### config.mk
export PLATFORM = sky130hd
export DESIGN_NAME = shx_update_ctrl
export DESIGN_NICKNAME = d
export VERILOG_FILES = /design/src/rtl/shx_pkg.sv /design/src/rtl/shx_enable_reg.sv /design/src/rtl/shx_trig_merge.sv /design/src/rtl/shx_shadow_bank.sv /design/src/rtl/shx_update_ctrl.sv
export SDC_FILE = /design/constraint.sdc
export NUM_CORES = 1
export LEC_CHECK = 0
export BUFFER_PORTS_ARGS = -buffer_cell sky130_fd_sc_hd__buf_4
export CAP_MARGIN = 20
export CORE_MARGIN = 2
export CORE_UTILIZATION = 44
export DETAILED_ROUTE_END_ITERATION = 8
export PLACE_DENSITY = 0.75
export SETUP_SLACK_MARGIN = 0.1
export SKIP_LAST_GASP = 1
export SLEW_MARGIN = 20
export SYNTH_ARGS = -nofsm -noshare
export SYNTH_HDL_FRONTEND = slang
export SYNTH_SLANG_ARGS = --single-unit
### constraint.sdc
create_clock -name clk -period 6 [get_ports clk]
set_input_delay 1.8 -clock clk [delete_from_list [all_inputs] [get_ports clk]]
set_output_delay 1.8 -clock clk [all_outputs]
set_load 0.03 [all_outputs]
### src/rtl/shx_pkg.sv
// Shared types for the shadow update controller.
// Assumes: nothing beyond standard SystemVerilog.
package shx_pkg;

    // One flag per kind of trigger source that asked for a transfer.
    typedef struct packed {
        logic sib;
        logic rst;
        logic rep;
    } trig_src_t;

endpackage

### src/rtl/shx_enable_reg.sv
// Holds the trigger enable bits of this channel.
// Assumes: the self-referencing sibling bit is forced to zero on load.
module shx_enable_reg #(
    parameter int N_CH     = 6,
    parameter int SELF_IDX = 2
) (
    input  logic            clk,
    input  logic            rst_n,
    input  logic            cfg_we,
    input  logic [N_CH-1:0] cfg_sib_en,
    input  logic            cfg_rst_en,
    input  logic            cfg_rep_en,
    output logic [N_CH-1:0] sib_en_q,
    output logic            rst_en_q,
    output logic            rep_en_q
);
    localparam logic [N_CH-1:0] SELF_MASK = N_CH'(1) << SELF_IDX;

    // Load or clear the enables.
    always_ff @(posedge clk) begin
        if (!rst_n) begin
            sib_en_q <= '0;
            rst_en_q <= 1'b0;
            rep_en_q <= 1'b0;
        end else if (cfg_we) begin
            sib_en_q <= cfg_sib_en & ~SELF_MASK;
            rst_en_q <= cfg_rst_en;
            rep_en_q <= cfg_rep_en;
        end
    end

    // the cycle after a reset all enables are clear
    a_r1_enables_cleared: assert property (@(posedge clk)
        !rst_n |=> (sib_en_q == '0 && !rst_en_q && !rep_en_q));

endmodule

### src/rtl/shx_trig_merge.sv
// Combines all enabled trigger sources into one transfer request.
// Assumes: inputs are single-cycle pulses; enables are already registered.
module shx_trig_merge
    import shx_pkg::*;
#(
    parameter int N_CH     = 6,
    parameter int SELF_IDX = 2,
    parameter int REP_W    = 8
) (
    input  logic             clk,
    input  logic             rst_n,
    input  logic [N_CH-1:0]  sib_upd,
    input  logic             cnt_reset,
    input  logic             cnt_wrap,
    input  logic [REP_W-1:0] rep_count,
    input  logic [N_CH-1:0]  sib_en,
    input  logic             rst_en,
    input  logic             rep_en,
    output trig_src_t        src,
    output logic             fire
);
    logic [N_CH-1:0] hit;

    // Per-channel sibling hit; the own channel is never a source.
    for (genvar i = 0; i < N_CH; i++) begin : g_hit
        if (i == SELF_IDX) begin : g_self
            assign hit[i] = 1'b0 & sib_upd[i] & sib_en[i];
        end else begin : g_other
            assign hit[i] = sib_upd[i] & sib_en[i];
        end
    end

    // Gather the three source kinds and merge them.
    always_comb begin
        src.sib = |hit;
        src.rst = rst_en & (cnt_reset | cnt_wrap);
        src.rep = rep_en & cnt_wrap & (rep_count == '0);
        fire    = src.sib | src.rst | src.rep;
    end

    // a pulse from the own channel alone never requests a transfer
    a_r3_self_ignored: assert property (@(posedge clk) disable iff (!rst_n)
        (sib_upd == (N_CH'(1) << SELF_IDX) && !cnt_reset && !cnt_wrap) |-> !fire);

    // a wrap with nonzero count and no other source does not fire
    a_r5_rep_nonzero: assert property (@(posedge clk) disable iff (!rst_n)
        (sib_upd == '0 && !rst_en && cnt_wrap && rep_count != '0) |-> !fire);

endmodule

### src/rtl/shx_shadow_bank.sv
// Shadow and active register bank with same-cycle write forwarding.
// Assumes: load is a single-cycle request; out-of-range addresses are dropped.
module shx_shadow_bank #(
    parameter int N_REG  = 3,
    parameter int DATA_W = 16,
    parameter int ADDR_W = 2
) (
    input  logic                    clk,
    input  logic                    rst_n,
    input  logic                    wr_en,
    input  logic [ADDR_W-1:0]       wr_addr,
    input  logic [DATA_W-1:0]       wr_data,
    input  logic                    load,
    output logic [N_REG*DATA_W-1:0] active_flat
);
    logic [DATA_W-1:0] shadow_q   [N_REG];
    logic [DATA_W-1:0] shadow_nxt [N_REG];
    logic [DATA_W-1:0] active_q   [N_REG];
    logic [N_REG-1:0]  wr_hit;

    for (genvar i = 0; i < N_REG; i++) begin : g_reg
        // Decode the write and forward it into the transfer path.
        always_comb begin
            wr_hit[i]     = wr_en && (wr_addr == ADDR_W'(i));
            shadow_nxt[i] = wr_hit[i] ? wr_data : shadow_q[i];
        end

        // Keep the shadow copy.
        always_ff @(posedge clk) begin
            if (!rst_n) shadow_q[i] <= '0;
            else        shadow_q[i] <= shadow_nxt[i];
        end

        // Copy shadow to active on a transfer.
        always_ff @(posedge clk) begin
            if (!rst_n)    active_q[i] <= '0;
            else if (load) active_q[i] <= shadow_nxt[i];
        end

        assign active_flat[i*DATA_W +: DATA_W] = active_q[i];

        // without a transfer the active copy holds
        a_r7_active_hold: assert property (@(posedge clk) disable iff (!rst_n)
            !load |=> $stable(active_q[i]));

        // a write in the transfer cycle is what lands in the active copy
        a_r8_write_wins: assert property (@(posedge clk) disable iff (!rst_n)
            (load && wr_hit[i]) |=> (active_q[i] == $past(wr_data)));
    end

endmodule

### src/rtl/shx_update_ctrl.sv
// Top: decides when shadow values of one timer channel become active.
// Assumes: all event inputs are synchronous single-cycle pulses.
module shx_update_ctrl
    import shx_pkg::*;
#(
    parameter int N_CH     = 6,
    parameter int SELF_IDX = 2,
    parameter int N_REG    = 3,
    parameter int DATA_W   = 16,
    parameter int REP_W    = 8,
    localparam int ADDR_W  = (N_REG > 1) ? $clog2(N_REG) : 1
) (
    input  logic                    clk,
    input  logic                    rst_n,
    input  logic [N_CH-1:0]         sib_upd,
    input  logic                    cnt_reset,
    input  logic                    cnt_wrap,
    input  logic [REP_W-1:0]        rep_count,
    input  logic                    cfg_we,
    input  logic [N_CH-1:0]         cfg_sib_en,
    input  logic                    cfg_rst_en,
    input  logic                    cfg_rep_en,
    input  logic                    wr_en,
    input  logic [ADDR_W-1:0]       wr_addr,
    input  logic [DATA_W-1:0]       wr_data,
    output logic                    xfer_o,
    output logic [N_REG*DATA_W-1:0] active_o
);
    logic [N_CH-1:0] sib_en_q;
    logic            rst_en_q;
    logic            rep_en_q;
    trig_src_t       src;
    logic            fire;
    logic            xfer_q;

    shx_enable_reg #(.N_CH(N_CH), .SELF_IDX(SELF_IDX)) u_en (
        .clk(clk), .rst_n(rst_n), .cfg_we(cfg_we), .cfg_sib_en(cfg_sib_en),
        .cfg_rst_en(cfg_rst_en), .cfg_rep_en(cfg_rep_en),
        .sib_en_q(sib_en_q), .rst_en_q(rst_en_q), .rep_en_q(rep_en_q)
    );

    shx_trig_merge #(.N_CH(N_CH), .SELF_IDX(SELF_IDX), .REP_W(REP_W)) u_trig (
        .clk(clk), .rst_n(rst_n), .sib_upd(sib_upd), .cnt_reset(cnt_reset),
        .cnt_wrap(cnt_wrap), .rep_count(rep_count), .sib_en(sib_en_q),
        .rst_en(rst_en_q), .rep_en(rep_en_q), .src(src), .fire(fire)
    );

    shx_shadow_bank #(.N_REG(N_REG), .DATA_W(DATA_W), .ADDR_W(ADDR_W)) u_bank (
        .clk(clk), .rst_n(rst_n), .wr_en(wr_en), .wr_addr(wr_addr),
        .wr_data(wr_data), .load(fire), .active_flat(active_o)
    );

    // Register the strobe so it lines up with the active update.
    always_ff @(posedge clk) begin
        if (!rst_n) xfer_q <= 1'b0;
        else        xfer_q <= fire;
    end

    assign xfer_o = xfer_q;

    // reset leaves no strobe and zeroed active registers
    a_r1_reset_state: assert property (@(posedge clk)
        !rst_n |=> (!xfer_o && active_o == '0));

    // counter reset with its enable stored gives a strobe
    a_r4_reset_trigger: assert property (@(posedge clk) disable iff (!rst_n)
        (rst_en_q && cnt_reset) |=> xfer_o);

    // wrap at zero repetition count with its enable stored gives a strobe
    a_r5_rep_trigger: assert property (@(posedge clk) disable iff (!rst_n)
        (rep_en_q && cnt_wrap && rep_count == '0) |=> xfer_o);

    // a lone triggering cycle gives a strobe of one cycle
    a_r6_single_strobe: assert property (@(posedge clk) disable iff (!rst_n)
        (xfer_o && !fire) |=> !xfer_o);

endmodule

==> results.json, run 1 <==
{
  "n_antenna_cell": 0,
  "cp.arrival_ns": 3.64,
  "route.vias.total": 2613,
  "clkLatencyLatePin_ns": 0.35,
  "numCtsBuffers": 9,
  "yosys_warnings": 0,
  "setup_violations": 0,
  "grt_max_degree": 64,
  "drc": 0,
  "grt_pass1_vias": 2501,
  "endpoint_kind": "flop",
  "min-delay-start": "u_bank.shadow_q[0][7]$_SDFF_PN0_",
  "io_pins": 95,
  "synth_area_leaders": "edfxtp_1, dfxtp_1, a211oi_2",
  "ys_ff_latch": 104,
  "synth_top_area_frac": 0.3362,
  "critPathRequiredTime_ns": 6.09,
  "core_area_um2": 9594,
  "worst_pin_slew_ns": 0.8635,
  "p_total_w": 0.001510,
  "drive_above_1_share": 0.4322,
  "vias_per_cell": 4.987,
  "cts_resized": 0,
  "nets": 432,
  "cts_buffer_depth": 2,
  "start_kind": "input port",
  "finish.instance_area_um2": 5196,
  "dpl_cell_area_um2": 4947,
  "fill_cells": 816,
  "ir_worst_vdd_mv": 0.1429,
  "drt_iter0_markers": 73,
  "ant_nets": 0,
  "cap_violations": 0,
  "rows": 36,
  "fmax_ghz": 0.2816,
  "clk_pin_slew_worst_paths_ns": 0.09,
  "dp_cells": 505,
  "cts_tree": "yes",
  "yosysUniqueCellTypes": 22,
  "gp_congestion": 0.7605,
  "netlist_area_um2": 4288,
  "synth.avg_cell_area_um2": 14.06,
  "start_util": 0.4469,
  "overflow": 0,
  "antenna_found_initial": 0,
  "firstDrtPassIters": 4,
  "fp.dieW_um": 102.7,
  "cts_num_sinks": 104,
  "hp-class": "reg -> reg",
  "dpl.hpwl_um": 5307,
  "crit_start": "sib_upd[0]",
  "status": "finished, final reports clean",
  "ys_seq_area_frac": 0.5976,
  "syn-instance-count": 305,
  "yosysTopAreaCell": "edfxtp_1",
  "p_leak_nw": 2.135,
  "ctsRootBufferMaster": "clkbuf_8",
  "synth_nets": 351,
  "wire_per_inst_um": 15.70,
  "critPathKind": "in -> reg",
  "relSlewSlack": 0.4237,
  "drt_wl_total_um": 8226,
  "cts_hold_buf": 0,
  "die_y_um": 102.7,
  "setup_tns_ns": 0,
  "skew_ns": 0.01112,
  "power_density_nw_per_um2": 290.6,
  "fin_cells": 524,
  "grt.total_usage": 0.1597,
  "cp_max_fo": 33,
  "hold_violations": 0,
  "syn2layout_area_growth_pct": 21.18,
  "h-tree-depth": 3,
  "maxSlewViolCount": 0,
  "grt_pass1_wl_um": 12870,
  "rsz0062_at_grt": "no",
  "port-buffer-count": 92,
  "fin_crit_sh": 0.5919,
  "timing.final.crit_period_ns": 3.551,
  "r2r_start": "u_en.sib_en_q[0]$_SDFFE_PN0P_",
  "dieArea_um2": 10550,
  "post_cts_buffers": 0
}
cells in the mapped netlist:
cell type / count
clkbuf_1: 11
nand3_1: 1
nand3_4: 1
and4bb_2: 1
buf_6: 15
buf_2: 1
a22oi_1: 1
nor4_4: 1
a21oi_1: 1
a211oi_2: 48
nor3b_2: 1
a222oi_1: 1
nor2_1: 56
nand3b_1: 2
mux2i_1: 55
buf_4: 1
edfxtp_1: 48
o21ai_0: 1
buf_12: 1
inv_2: 1
and3_1: 1
dfxtp_1: 56
registers in the layout, summed over array words and instances, names as in the netlist:
name             flops
u_bank.active_q     48
u_en.rep_en_q        1
xfer_o               1
u_en.sib_en_q        5
u_bank.shadow_q     48
u_en.rst_en_q        1
placed cells by master, fill, tap and decap left out:
cell / count
nand3_4: 1
o21ai_0: 1
inv_4: 1
clkinv_1: 1
a222oi_1: 1
inv_6: 3
clkbuf_8: 11
and4bb_2: 1
buf_4: 96
a211oi_2: 48
nor2_1: 56
nand3_2: 1
edfxtp_1: 48
a21oi_1: 1
dfxtp_1: 56
bufinv_16: 1
mux2i_1: 55
nor4_4: 1
nor3b_4: 1
buf_8: 1
nand3b_1: 2
and3_2: 1
buf_6: 2
a22oi_1: 1
area by class of cell:
type,count,area (µm²),area share
Timing Repair Buffer,99,758.2,0.1459
Clock buffer,11,151.4,0.02914
Clock inverter,5,60.06,0.01156
Tap cell,133,166.4,0.03203
Sequential cell,104,2562,0.4931
Inverter,1,6.256,0.001204
Multi-Input combinational cell,171,1491,0.2870
worst max-delay path, cell delays in order:
cell	delay, ns
buf_4	0.11
a222oi_1	0.31
and3_2	0.25
nand3_2	0.66
buf_4	0.50
cell families after synthesis:
kind of cell,count (synthesis),share of synthesized area
AO/OA/AOI/OAI,52,0.1465
multiplexers,55,0.1284
buffers and inverters,30,0.05748
flip-flops,104,0.5976
AND/OR/NAND/NOR,64,0.07003
final timing paths:
check	end	slack, ns	cells after the start
worst max-delay path	u_bank.active_q[1][14]$_SDFFCE_PN0P_	2.45	5
worst min-delay path	u_bank.shadow_q[0][7]$_SDFF_PN0_	0.52	2
worst max register to register	u_bank.active_q[1][14]$_SDFFCE_PN0P_	3.70	4
worst min register to register	u_bank.shadow_q[0][7]$_SDFF_PN0_	0.52	2
report_power, final:
group          switching, W  internal [W]
combinational      0.000164     0.0000890
clock              0.000234      0.000219
sequential        0.0000126      0.000791
total              0.000411       0.00110
per-stage QoR:
stage	hold slack [ns]	util	setup slack, ns
after floorplan	0.4519	-	1.635
after global placement	0.4678	0.5156	2.071
after detailed placement	0.4946	0.5156	2.031
after CTS	0.5188	0.5377	2.404
after global routing	0.5350	0.5416	2.245
final	0.5169	0.5416	2.449
routing by layer:
layer | global-route usage | wire (µm) | vias up
met5 | 0 | 0 | -
met4 | 0.06462 | 134 | 0
met3 | 0.03593 | 388 | 11
met2 | 0.2504 | 3881 | 57
met1 | 0.2154 | 3822 | 1269
li1 | - | - | 1276
No activity file was read; power rests on OpenSTA's default activity.
==> run 2, diff against run 1 <==
PLACE_DENSITY = 0.78   (was 0.75)
clock period = 3 ns   (was 6 ns; I/O delays follow)
==> results.json, run 2 (synthesized netlist as in run 1, its figures left out) <==
{
  "io_pins": 95,
  "cp.arrival_ns": 2.30,
  "fmax_ghz": 0.4553,
  "drt_wl_total_um": 8231,
  "antenna_found_initial": 0,
  "gp_congestion": 0.7206,
  "setup_tns_ns": 0,
  "dpl.hpwl_um": 5506,
  "drt_iter0_markers": 115,
  "h-tree-depth": 3,
  "p_int_w": 0.002162,
  "grt_pass1_vias": 2512,
  "final_common_cell": "buf_4",
  "ctsRootBufferMaster": "clkbuf_8",
  "r2r-end": "u_bank.active_q[1][7]$_SDFFCE_PN0P_",
  "syn2layout_area_growth_pct": 22.26,
  "rows": 36,
  "post_cts_buffers": 0,
  "clk_pin_slew_worst_paths_ns": 0.08,
  "die_y_um": 102.7,
  "cts_resized": 0,
  "hp-class": "reg -> reg",
  "wire_per_inst_um": 15.62,
  "cap_violations": 0,
  "final_cell_mix": "buf_4, nor2_1, dfxtp_1",
  "power_frac_seq": 0.539,
  "drive_above_1_share": 0.4340,
  "vias_per_cell": 4.989,
  "critPathRequiredTime_ns": 3.11,
  "reg2regPathDepth": 4,
  "critPathKind": "in -> reg",
  "cts_buffer_depth": 2,
  "rsz0062_at_grt": "no",
  "crit_start": "sib_upd[0]",
  "p_sw_frac": 0.2757,
  "whs_ns": 0.5121,
  "cts_tree": "yes",
  "fp.dieW_um": 102.7,
  "switchingPower_w": 0.0008229,
  "hold_violations": 0,
  "skew_ns": 0.01549,
  "start_kind": "input port",
  "ant_nets": 0,
  "dieArea_um2": 10550,
  "drc": 0,
  "nets": 435,
  "grt_max_degree": 50,
  "clkLatencyLatePin_ns": 0.35,
  "p_total_w": 0.002985,
  "fill_cells": 795,
  "grt.total_usage": 0.1621,
  "cts_num_sinks": 104,
  "port-buffer-count": 92,
  "cp_max_fo": 19,
  "maxSlewViolCount": 0,
  "p_comb_frac": 0.176,
  "top_regs": "u_bank.active_q (48), u_bank.shadow_q (48), u_en.sib_en_q (5)",
  "ir_worst_vdd_mv": 0.2993,
  "numCtsBuffers": 9,
  "start_util": 0.4469,
  "cts_hold_buf": 0,
  "overflow": 0,
  "timing.final.crit_period_ns": 2.196,
  "hold_path_depth": 2,
  "fin_crit_sh": 0.7321,
  "ff2ff_setup_slack_ns": 1.15,
  "grt_pass1_wl_um": 13050,
  "endpoint_kind": "flop",
  "setup_violations": 0,
  "power_density_nw_per_um2": 569.4,
  "core_area_um2": 9594,
  "firstDrtPassIters": 4,
  "n_antenna_cell": 0,
  "r2r_start": "u_en.sib_en_q[0]$_SDFFE_PN0P_",
  "status": "finished, final reports clean",
  "p_leak_nw": 2.156,
  "endpoint": "u_bank.active_q[1][7]$_SDFFCE_PN0P_",
  "relSlewSlack": 0.6876,
  "worst_pin_slew_ns": 0.4681,
  "route.vias.total": 2629,
  "clkPwrFrac": 0.286
}
run 2: cell count changes in the layout (fill, tap and decap cells not counted), sizes merged:
| cell | change |
|---|---|
| buf | +3 |
| clkinv | +1 |
| clkinvlp | +1 |
| inv | -2 |
run 2: through the flow:
stage	area (µm²)	setup slack, ns	std cells	utilization
final	5243	0.8037	527	0.5464
after global routing	5243	0.6769	527	0.5464
after CTS	5243	0.7904	527	0.5464
after detailed placement	5055	0.4213	511	0.5269
after global placement	5055	0.4214	511	0.5269
after floorplan	4293	0.1487	305	-
run 2: how the worst min path moves through the flow:
stage	from	endpoint	slack [ns]
floorplan	u_en.rep_en_q$_SDFFE_PN0P_	u_en.rep_en_q$_SDFFE_PN0P_	0.45
global placement	u_en.rst_en_q$_SDFFE_PN0P_	u_en.rst_en_q$_SDFFE_PN0P_	0.47
detailed placement	u_bank.shadow_q[0][8]$_SDFF_PN0_	u_bank.shadow_q[0][8]$_SDFF_PN0_	0.50
CTS	u_en.sib_en_q[1]$_SDFFE_PN0P_	u_en.sib_en_q[1]$_SDFFE_PN0P_	0.52
global route	u_en.sib_en_q[1]$_SDFFE_PN0P_	u_en.sib_en_q[1]$_SDFFE_PN0P_	0.54
finish	u_bank.shadow_q[2][8]$_SDFF_PN0_	u_bank.shadow_q[2][8]$_SDFF_PN0_	0.51
run 2: power by group through the flow:
| stage | logic (W) | clock network, W | registers [W] |
|---|---|---|---|
| final | 0.000524 | 0.000853 | 0.00161 |
| after global routing | 0.000559 | 0.000926 | 0.00162 |
| after CTS | 0.000530 | 0.000867 | 0.00161 |
| after detailed placement | 0.000529 | 0 | 0.00164 |
| after global placement | 0.000520 | 0 | 0.00164 |
| after floorplan | 0.000204 | 0 | 0.00177 |
run 2: critical path: stages:
cell and delay [ns]:
buf_4 0.11, a222oi_1 0.30, and3_2 0.27, nand3_2 0.39
buf_12 0.33
run 2: per-layer routing:
| metal | part of all wire | wire length [µm] | track usage |
|---|---|---|---|
| met1 | 0.46 | 3820 | 0.2243 |
| met2 | 0.47 | 3898 | 0.2509 |
| met3 | 0.051 | 416 | 0.04203 |
| met4 | 0.012 | 95 | 0.05026 |
| met5 | 0 | 0 | 0 |
run 2: final cells by class:
type	count	area (µm²)	area share
sequential	104	2562	0.4888
multi-input combinational	171	1491	0.2845
timing repair buffer	102	828.3	0.1580
tap	133	166.4	0.03174
clock buffer	11	131.4	0.02506
clock inverter	5	56.30	0.01074
inverter	1	6.256	0.001193
==> run 3, diff against run 2 <==
PLACE_DENSITY = 0.75   (was 0.78)
clock period = 2.11 ns   (was 3 ns; I/O delays follow)
==> results.json, run 3 (synthesized netlist as in run 1, its figures left out) <==
{
  "status": "finished, final reports clean",
  "endpoint_kind": "flop",
  "drc": 0,
  "dieArea_um2": 10550,
  "io_pins": 95,
  "grt_pass1_wl_um": 12940,
  "antenna_found_initial": 0,
  "wl_met1_um": 3712,
  "ant_nets": 0,
  "drt_iter0_markers": 73,
  "post_cts_buffers": 0,
  "vias_per_cell": 4.924,
  "cts_tree": "yes",
  "r2r_start": "u_en.sib_en_q[0]$_SDFFE_PN0P_",
  "relSlewSlack": 0.7681,
  "timing.final.crit_period_ns": 1.653,
  "fin_cells": 528,
  "min-delay-start": "u_en.rst_en_q$_SDFFE_PN0P_",
  "cp_max_fo": 36,
  "clk_pin_slew_worst_paths_ns": 0.09,
  "grt.total_usage": 0.1622,
  "top_regs": "u_bank.active_q (48), u_bank.shadow_q (48), u_en.sib_en_q (5)",
  "rows": 36,
  "final_cell_mix": "buf_4, nor2_1, dfxtp_1",
  "overflow": 0,
  "cts_buffer_depth": 2,
  "start_util": 0.4469,
  "cts_hold_buf": 0,
  "wire_per_inst_um": 15.50,
  "p_leak_nw": 2.182,
  "critPathKind": "in -> reg",
  "syn2layout_area_growth_pct": 23.81,
  "post-place-ws_ns": 0.07999,
  "cp.arrival_ns": 1.75,
  "worst_slack_ns": 0.4569,
  "cpPeakStageDelay_ns": 0.31,
  "crit_start": "sib_upd[0]",
  "numCtsBuffers": 9,
  "critPathRequiredTime_ns": 2.21,
  "met2RoutedLength_um": 3804,
  "start_kind": "input port",
  "cp_cell_sequence": "buf_4 > a222oi_1 > and3_2 > buf_12 > a211oi_2",
  "whs_ns": 0.5076,
  "port-buffer-count": 92,
  "skew_ns": 0.008830,
  "dp_cells": 512,
  "final_common_cell": "buf_4",
  "fp.dieW_um": 102.7,
  "core_area_um2": 9594,
  "h-tree-depth": 3,
  "maxSlewViolCount": 0,
  "drt_wl_total_um": 8186,
  "cts_resized": 0,
  "grt_pass1_vias": 2523,
  "fin_util": 0.5533,
  "highest_layer": "met4",
  "cap_violations": 0,
  "ctsRootBufferMaster": "clkbuf_8",
  "rsz0062_at_grt": "no",
  "fin_crit_sh": 0.7835,
  "crit_path_top_delay_cell": "and3_2",
  "grt_max_degree": 50,
  "hold_violations": 0,
  "nets": 436,
  "n_antenna_cell": 0,
  "worst_pin_slew_ns": 0.3382,
  "route.vias.total": 2600,
  "hp-class": "reg -> reg",
  "wl_met3_um": 441,
  "setup_violations": 0,
  "cts_num_sinks": 104,
  "power_density_nw_per_um2": 821.3,
  "gp_congestion": 0.7545,
  "clkLatencyLatePin_ns": 0.36,
  "ir_worst_vdd_mv": 0.3304,
  "firstDrtPassIters": 4,
  "fmax_ghz": 0.6049,
  "dpl.hpwl_um": 5483,
  "die_y_um": 102.7,
  "drive_above_1_share": 0.4329
}
## run 3: worst max-delay path: cells and delay by family
kind / cells / cell delay [ns]
simple gates: 1 / 0.31
buf+inv: 2 / 0.37
compound gates: 2 / 0.41
## run 3: through the flow
step / TNS, ns / power, W / instance area (µm²)
finish: 0 / 0.004360 / 5309
global route: 0 / 0.004547 / 5309
CTS: 0 / 0.004407 / 5309
detailed placement: 0 / 0.003093 / 5095
global placement: 0 / 0.003077 / 5095
floorplan: -1.932 / 0.002817 / 4308
## run 3: power breakdown
| part | switching, W | internal [W] | total [W] |
|---|---|---|---|
| clock | 0.000623 | 0.000701 | 0.00132 |
| sequential | 0.0000383 | 0.00225 | 0.00229 |
| combinational | 0.000470 | 0.000281 | 0.000750 |
## run 3: layer usage
metal,up-vias,global-route usage
met2,66,0.2534
met1,1234,0.2126
met3,16,0.04339
met4,0,0.07179
met5,-,0
li1,1284,-
## run 3: area by class of cell
class | count | area (µm²)
Clock buffer | 13 | 148.9
Clock inverter | 3 | 65.06
Fill cell | 809 | 4285
Inverter | 1 | 6.256
Multi-Input combinational cell | 171 | 1499
Sequential cell | 104 | 2562
Tap cell | 133 | 166.4
Timing Repair Buffer | 103 | 860.8
## run 3: final timing paths
kind | end | slack, ns | cells past startpoint
worst min register to register | u_en.rst_en_q$_SDFFE_PN0P_ | 0.51 | 2
worst min-delay path | u_en.rst_en_q$_SDFFE_PN0P_ | 0.51 | 2
worst max-delay path | u_bank.active_q[2][8]$_SDFFCE_PN0P_ | 0.46 | 5
worst max register to register | u_bank.active_q[2][8]$_SDFFCE_PN0P_ | 0.48 | 4
